==> src/rtl/lin_sync_pkg.sv <==
package lin_sync_pkg;
  typedef enum logic [1:0] {
    GS_IDLE   = 2'd0,
    GS_WAITHI = 2'd1,
    GS_ARM    = 2'd2,
    GS_GATE   = 2'd3
  } gate_st_t;

  localparam int unsigned EDGES_PER_WINDOW = 5;
endpackage

==> src/rtl/lin_rx_sync.sv <==
module lin_rx_sync (
  input  logic clk,
  input  logic rst,
  input  logic rxd,
  output logic line_s,
  output logic fall
);
  logic meta_q;
  logic prev_q;

  always_ff @(posedge clk) begin
    if (rst) begin
      meta_q <= 1'b1;
      line_s <= 1'b1;
      prev_q <= 1'b1;
    end else begin
      meta_q <= rxd;
      line_s <= meta_q;
      prev_q <= line_s;
    end
  end

  assign fall = prev_q & ~line_s;
endmodule

==> src/rtl/lin_brk_det.sv <==
module lin_brk_det #(
  parameter int unsigned NOM_BIT_CLKS = 16,
  parameter int unsigned BREAK_BITS   = 11
) (
  input  logic clk,
  input  logic rst,
  input  logic line_s,
  output logic brk_hit
);
  localparam int unsigned THR   = NOM_BIT_CLKS * BREAK_BITS;
  localparam int unsigned LOW_W = $clog2(THR + 1);

  logic [LOW_W-1:0] low_cnt;

  always_ff @(posedge clk) begin
    if (rst) begin
      low_cnt <= '0;
    end else if (line_s) begin
      low_cnt <= '0;
    end else if (low_cnt != LOW_W'(THR)) begin
      low_cnt <= low_cnt + 1'b1;
    end
  end

  assign brk_hit = ~line_s & (low_cnt == LOW_W'(THR - 1));
endmodule

==> src/rtl/lin_gate_meter.sv <==
module lin_gate_meter
  import lin_sync_pkg::*;
#(
  parameter int unsigned CNT_W = 16
) (
  input  logic             clk,
  input  logic             rst,
  input  logic             brk_hit,
  input  logic             line_s,
  input  logic             fall,
  output logic             win,
  output logic             done,
  output logic [CNT_W-1:0] count,
  output logic             ovf
);
  localparam logic [CNT_W-1:0] CNT_MAX = {CNT_W{1'b1}};
  localparam logic [2:0] LAST_EDGE = 3'(EDGES_PER_WINDOW - 1);

  gate_st_t         st;
  logic [2:0]       n_fall;
  logic [CNT_W-1:0] run_cnt;

  always_ff @(posedge clk) begin
    if (rst) begin
      st      <= GS_IDLE;
      n_fall  <= '0;
      run_cnt <= '0;
      win     <= 1'b0;
      done    <= 1'b0;
      count   <= '0;
      ovf     <= 1'b0;
    end else begin
      done <= 1'b0;
      if (brk_hit) begin
        st    <= GS_WAITHI;
        win   <= 1'b0;
        count <= '0;
        ovf   <= 1'b0;
      end else begin
        unique case (st)
          GS_IDLE: ;
          GS_WAITHI: if (line_s) st <= GS_ARM;
          GS_ARM: begin
            if (fall) begin
              st      <= GS_GATE;
              win     <= 1'b1;
              run_cnt <= '0;
              n_fall  <= 3'd1;
            end
          end
          GS_GATE: begin
            if (run_cnt == CNT_MAX) begin
              st  <= GS_IDLE;
              win <= 1'b0;
              ovf <= 1'b1;
            end else if (fall && n_fall == LAST_EDGE) begin
              st    <= GS_IDLE;
              win   <= 1'b0;
              done  <= 1'b1;
              count <= run_cnt + 1'b1;
            end else begin
              run_cnt <= run_cnt + 1'b1;
              if (fall) n_fall <= n_fall + 1'b1;
            end
          end
          default: st <= GS_IDLE;
        endcase
      end
    end
  end
endmodule

==> src/rtl/lin_sync_meter.sv <==
module lin_sync_meter #(
  parameter int unsigned NOM_BIT_CLKS = 16,
  parameter int unsigned BREAK_BITS   = 11,
  parameter int unsigned CNT_W        = 16
) (
  input  logic             clk,
  input  logic             rst,
  input  logic             rxd,
  input  logic             brk_ie,
  input  logic             flag_wr,
  input  logic             flag_wdata,
  output logic             brk_flag,
  output logic             irq,
  output logic             win,
  output logic             done,
  output logic [CNT_W-1:0] count,
  output logic             ovf
);
  logic line_s;
  logic fall;
  logic brk_hit;
  logic flag_nxt;

  lin_rx_sync u_sync (
    .clk    (clk),
    .rst    (rst),
    .rxd    (rxd),
    .line_s (line_s),
    .fall   (fall)
  );

  lin_brk_det #(
    .NOM_BIT_CLKS (NOM_BIT_CLKS),
    .BREAK_BITS   (BREAK_BITS)
  ) u_det (
    .clk     (clk),
    .rst     (rst),
    .line_s  (line_s),
    .brk_hit (brk_hit)
  );

  lin_gate_meter #(
    .CNT_W (CNT_W)
  ) u_gate (
    .clk     (clk),
    .rst     (rst),
    .brk_hit (brk_hit),
    .line_s  (line_s),
    .fall    (fall),
    .win     (win),
    .done    (done),
    .count   (count),
    .ovf     (ovf)
  );

  always_comb begin
    flag_nxt = brk_flag;
    if (flag_wr && !flag_wdata) flag_nxt = 1'b0;
    if (brk_hit)                flag_nxt = 1'b1;
  end

  always_ff @(posedge clk) begin
    if (rst) begin
      brk_flag <= 1'b0;
      irq      <= 1'b0;
    end else begin
      brk_flag <= flag_nxt;
      irq      <= flag_nxt & brk_ie;
    end
  end
endmodule

==> config.mk <==
export PLATFORM = sky130hd
export DESIGN_NAME = lin_sync_meter
export DESIGN_NICKNAME = d
export VERILOG_FILES = /design/src/rtl/lin_sync_pkg.sv /design/src/rtl/lin_rx_sync.sv /design/src/rtl/lin_brk_det.sv /design/src/rtl/lin_gate_meter.sv /design/src/rtl/lin_sync_meter.sv
export SDC_FILE = /design/constraint.sdc
export NUM_CORES = 1
export LEC_CHECK = 0
export ABC_AREA = 1
export BUFFER_PORTS_ARGS = -buffer_cell sky130_fd_sc_hd__clkbuf_2
export CAP_MARGIN = 20
export CORE_ASPECT_RATIO = 0.6
export CORE_MARGIN = 2
export CORE_UTILIZATION = 57
export CTS_BUF_LIST = sky130_fd_sc_hd__clkbuf_16
export CTS_CLUSTER_DIAMETER = 30
export DETAILED_ROUTE_END_ITERATION = 10
export PLACE_DENSITY = 0.88
export SETUP_SLACK_MARGIN = 0.5
export SYNTH_ARGS = -nofsm -noshare
export SYNTH_HDL_FRONTEND = slang
export SYNTH_SLANG_ARGS = --single-unit
==> constraint.sdc <==
create_clock -name clk -period 3.55 [get_ports clk]
set_input_delay 0.1775 -clock clk [delete_from_list [all_inputs] [get_ports clk]]
set_output_delay 0.1775 -clock clk [all_outputs]
set_load 0.005 [all_outputs]
# --- After elaboration in Yosys (flattened, before gate mapping) ---
# Cells that the tools add are included.
classes:
  n_bitwise: 7
  n_addsub: 3
  n_mux: 22
  reduce_logical: 16
  n_eq_ne: 16
ops:
  columns: ["cell", "count"]
  rows:
  - ["$mux 16", 3]
  - ["$pmux 16 s2", 1]
  - ["$add 16x1->16 const B", 1]
  - ["$eq 16x16->1 const B", 1]
  - ["$mux 3", 4]
  - ["$add 8x1->8 const B", 1]
  - ["$eq 8x8->1 const B", 1]
  - ["$mux 2", 4]
  - ["$ne 8x8->1 const B", 1]
  - ["$reduce_and 4->1", 2]
  - ["$mux 1", 7]
  - ["$ne 2x2->1 const B", 3]
  - ["$pmux 2 s3", 1]
  - ["$pmux 3 s2", 1]
  - ["$reduce_and 3->1", 2]
  - ["$reduce_and 6->1", 1]
  - ["$reduce_and 5->1", 1]
  - ["$eq 2x2->1 const B", 2]
  - ["$ne 2x1->1 const B", 2]
  - ["$ne 4x2->1 const B", 1]
  - ["$not 1->1", 4]
  - ["$reduce_bool 4->1", 1]
  - ["$reduce_or 2->1", 2]
  - ["$reduce_or 4->1", 1]
  - ["other kinds (13)", 16]
word_totals:
  in_bits: 6
  out_inout_bits: 21
  word_cells: 78
  reg_bits: 53

# --- Logic depth before layout (Yosys ltp) ---
logic_depth:
  depth_word: 7
  depth_mapped: 12
  mapped_depth_nobuf: 11

# --- Modules after synthesis ---
# Synthesis repeated with hierarchy kept, for this count alone.
hier_totals:
  cells_unflattened: 383
  hier_area_um2: 2597.5
modules_own_cells:
  columns: ["module", "cells_each", "n_inst", "seq_area_each_um2", "area_per_inst_um2"]
  rows:
  - ["lin_gate_meter", 295, 1, 800.8, 1989.4]
  - ["lin_brk_det", 66, 1, 160.2, 440.4]
  - ["lin_rx_sync", 12, 1, 60.1, 93.8]
  - ["lin_sync_meter", 10, 1, 40.0, 73.8]

# --- Least setup slack after synthesis ---
# No wires, ideal clock.
synth_timing:
  path_type: "register -> register"
  start: "register u_gate.run_cnt[0]"
  end: "register u_gate.run_cnt[5]"
  path_slack_ps: 1927
  path_stages_with_launch: 12
  setup_ps: 129
  arrival_time_ps: 1495
  path_buffers: 1
  required_ps: 3421
  synth_period_minus_slack_ps: 1623
  cell_sequence: "dfxtp_1 ha_1 nand3_2 inv_2 nand2_2 nor2_4 nand2_4 nand3_4 buf_8 nand2_1 o21ai_0 nor2_1"
synth_via:
  elab_chain_len: 4
  elab_cells_between_ends: 7
  classes_between: "add/sub (1); eq/ne (2); mux (3); reduce/logical (1)"
synth_lines:
  columns: ["item", "line_no", "text"]
  rows:
  - ["from (decl)", "lin_gate_meter.sv:21", "logic [CNT_W-1:0] run_cnt;"]
  - ["from (signal assigned)", "lin_gate_meter.sv:62", "run_cnt <= run_cnt + 1'b1;"]
  - ["$add 16x1->16", "lin_gate_meter.sv:62", null]
  - ["$mux 16", "lin_gate_meter.sv:56", "end else if (fall && n_fall == LAST_EDGE) begin"]
  - ["$mux 16", "lin_gate_meter.sv:52", "if (run_cnt == CNT_MAX) begin"]
  - ["$pmux 16 s2", "lin_gate_meter.sv:40", "unique case (st)"]
# Several ways; a longest one is shown, not always the timed one. The select of a mux whose other input is x is not followed.
# A chain may end at the register's enable or synchronous reset.

# --- Worst setup path after layout ---
layout_timing:
  start: "register u_gate.run_cnt[0]"
  end: "register u_gate.count[9]"
layout_via:
  elab_chain_len: 3
  elab_cells_between_ends: 4
  classes_between: "add/sub (1); eq/ne (1); bitwise (1); reduce/logical (1)"
layout_lines:
  columns: ["item", "line_no", "text"]
  rows:
  - ["parallel branches: the longest is 3 deep, another holds $add 16x1->16", null, null]
  - ["to (signal assigned)", "lin_gate_meter.sv:60", "count <= run_cnt + 1'b1;"]
  - ["to (decl)", "lin_gate_meter.sv:13", "output logic [CNT_W-1:0] count,"]
# Parallel ways; which one is timed is not known.

==> impl_metrics.csv <==
group,metric,value,unit
final_layout,areaGrowthSynthToFinish,11.7,%
worst_setup_path,cp-end-kind,"flop",
synth,synth.most_common_cell,"nand2_1",
floorplanning,row_count,18,
drt,detail-route-antenna-nets,0,
clocking,clockRootBuffer,"clkbuf_16",
sta,tightest_slew,0.892,ns
clocking,ctsHtreeMaxLevel,2,
pwr,swShare,23.2,%
final_layout,fin_area,2810,sq um
synth,synth_area_per_cell,7.22,sq um
synth,synth.area.top_cells,"dfxtp_1 (42%), nand2_1 (11%), nor2_1 (9.8%)",
worst_setup_path,cp.arrival,2.41,ns
place,gp_congestion,0.956,
clocking,cts_setup_buffers,0,
drt,first_iter_violations,267,
outcome,status,"completed",
sta,hold_ws,0.0759,ns
floorplanning,ios,27,
sta,finalSetupTns,0,ns
drt,via_count,2354,
final_layout,post-route-util,67.5,%
flow_run,cap_violations,0,
grt,antenna_found_initial,0,
worst_setup_path,start_kind,"flop",
place,dp_cells,428,
synth,synth_cell_type_count,31,
synth,synthTopCellsByCount,"nand2_1 (75), nor2_1 (66), dfxtp_1 (53)",
drt,wirelength,6010,um
place,numPortBuffers,26,
pwr,p_total,1.16,mW
sta,fmax,448,MHz
worst_setup_path,cp_max_fo,24,
synth,synth_top_area_cell,"dfxtp_1",
sta,fin_worst_skew,0.00761,ns
final_layout,fill_cells,354,
sta,setup_slack,1.32,ns
grt,grt.total_usage,25.2,%
drt,drtPass1Iterations,5,
final_layout,nets,386,
place,place_area,2670,sq um
pwr,p_leak,1.17,nW
drt,vias_per_cell,5.40,
final_layout,seqCellArea,1060,sq um
pwr,pwr-share-clk,39.9,%
final_layout,drive_gt1_share,15.4,%
synth,synth_enable_flop_cells,0,
floorplanning,die_height,55.5,um
grt,grt_pass1_vias,2138,
sta,hold_viol_final,0,
clocking,insertion_delay,0.29,ns
synth,ys_seq_area_share,42.1,%
floorplanning,die_w,89.8,um
final_layout,num_antenna_cells,0,
final_layout,final_cell_count_no_fill,436,
synth,synth_cells,349,
sta,max_slew_margin,40.3,%
grt,overflow,0,
sta,rsz0062_at_grt,"no",
synth,synthFlopType,"dfxtp_1",
final_layout,multi_input_area,1260,sq um
pwr,p_switching,0.269,mW
sta,maxSlewViolCount,0,
clocking,cts.repair.resized,0,
grt,grt_max_degree,25,
floorplanning,initial_core_util,60.5,%
synth,yosysTopAreaCellShare,42.1,%
synth,yosys_warnings,0,
sta,setup_viol,0,
pwr,powerDensity,411,nW/um^2
place,hpwl,4440,um
synth,netlist_area,2520,sq um
pwr,p_int,0.889,mW
worst_setup_path,critical_path_required,3.72,ns
clocking,cts_tree,"done",
clocking,cts_hold_buf,0,
synth,synthArstFlopShare,0,%
worst_hold_path,worstHoldPathType,"in -> reg",
clocking,ctsLongestPathBuffers,2,
pwr,p_seq_share,53.5,%
clocking,clkTransAtPathRegs,0.07,ns
sta,period_share,62.9,%
floorplanning,die_area,4990,sq um
worst_setup_path,worstSetupPathType,"reg -> reg",
drt,wire_per_inst,13.8,um
place,place_ws,1.41,ns
pwr,comb_power_share,6.5,%
drt,drc_errors,0,
pwr,peakVddDrop,0.318,mV
synth,ys_ff_latch,53,
floorplanning,core,4170,sq um
clocking,cts.sink_count,53,
sta,min_period,2.23,ns
clocking,numCtsBuffers,5,
synth,synthesis.nets,360,
grt,grt_pass1_wl,10000,um
==> path summary, 6_finish.rpt <==
kind                            slack, ns              end  depth (start not counted)         startpoint
worst max-delay path                 1.32  u_gate.count[9]                          9  u_gate.run_cnt[0]
worst min-delay path                 0.08    u_sync.meta_q                          2                rxd
worst max register to register       1.32  u_gate.count[9]                          9  u_gate.run_cnt[0]
worst min register to register       0.41    u_sync.line_s                          1      u_sync.meta_q
==> final cells by class <==
type	count	area share (%)
Timing Repair Buffer	26	4.62
Tap cell	60	2.67
Inverter	38	5.20
Clock buffer	5	4.45
Clock inverter	3	0.622
Multi-Input combinational cell	251	44.7
Sequential cell	53	37.7
==> state kept, by name (all words and copies together), names as in the netlist <==
signal          flops
u_sync.line_s       1
u_gate.st           2
brk_flag            1
irq                 1
u_gate.ovf          1
u_gate.n_fall       3
u_gate.count       16
u_det.low_cnt       8
u_sync.meta_q       1
u_gate.done         1
u_sync.prev_q       1
u_gate.win          1
u_gate.run_cnt     16
==> worst max-delay path: stages (launching register included) <==
cell and delay [ns]:
dfxtp_1 0.39, ha_1 0.29, nand3_2 0.12, inv_2 0.06, nand2_2 0.10, nor2_4 0.07, nor2_2 0.65, inv_2 0.22
nor2_1 0.16, nor2_1 0.05
==> cells in the final DEF, fill, tap and decap left out, drive strengths merged <==
cell    instances
dfxtp          53
clkbuf         31
clkinv          4
or2             2
xnor2           7
inv            37
a21oi          29
nand2          82
nand3          14
o21ai          22
nor2           73
nor3            2
nand4           5
a211oi          1
xor2            7
nor3b           2
ha              5
==> logic make-up after synthesis <==
group                    Yosys count  synth area share [%]
XOR/XNOR                          14                  4.87
adder cells (fa/ha/maj)            5                  2.48
AO/OA/AOI/OAI                     52                  10.9
buffers and inverters             45                  7.94
AND/OR/NAND/NOR                  180                  31.7
flip-flops                        53                  42.1
==> power groups by stage <==
stage,clock network [mW],registers [mW],logic (mW)
after floorplan,0,0.629,0.0582
after global placement,0,0.631,0.0692
after detailed placement,0,0.632,0.0725
after CTS,0.471,0.619,0.0733
after global routing,0.500,0.620,0.0837
final,0.462,0.620,0.0754
==> routing by layer <==
layer	track usage (%)	wire [um]
met1	36.8	2870
met2	36.9	2460
met3	7.64	639
met4	5.49	38
met5	0	0
(Power assumes the default switching activity.)
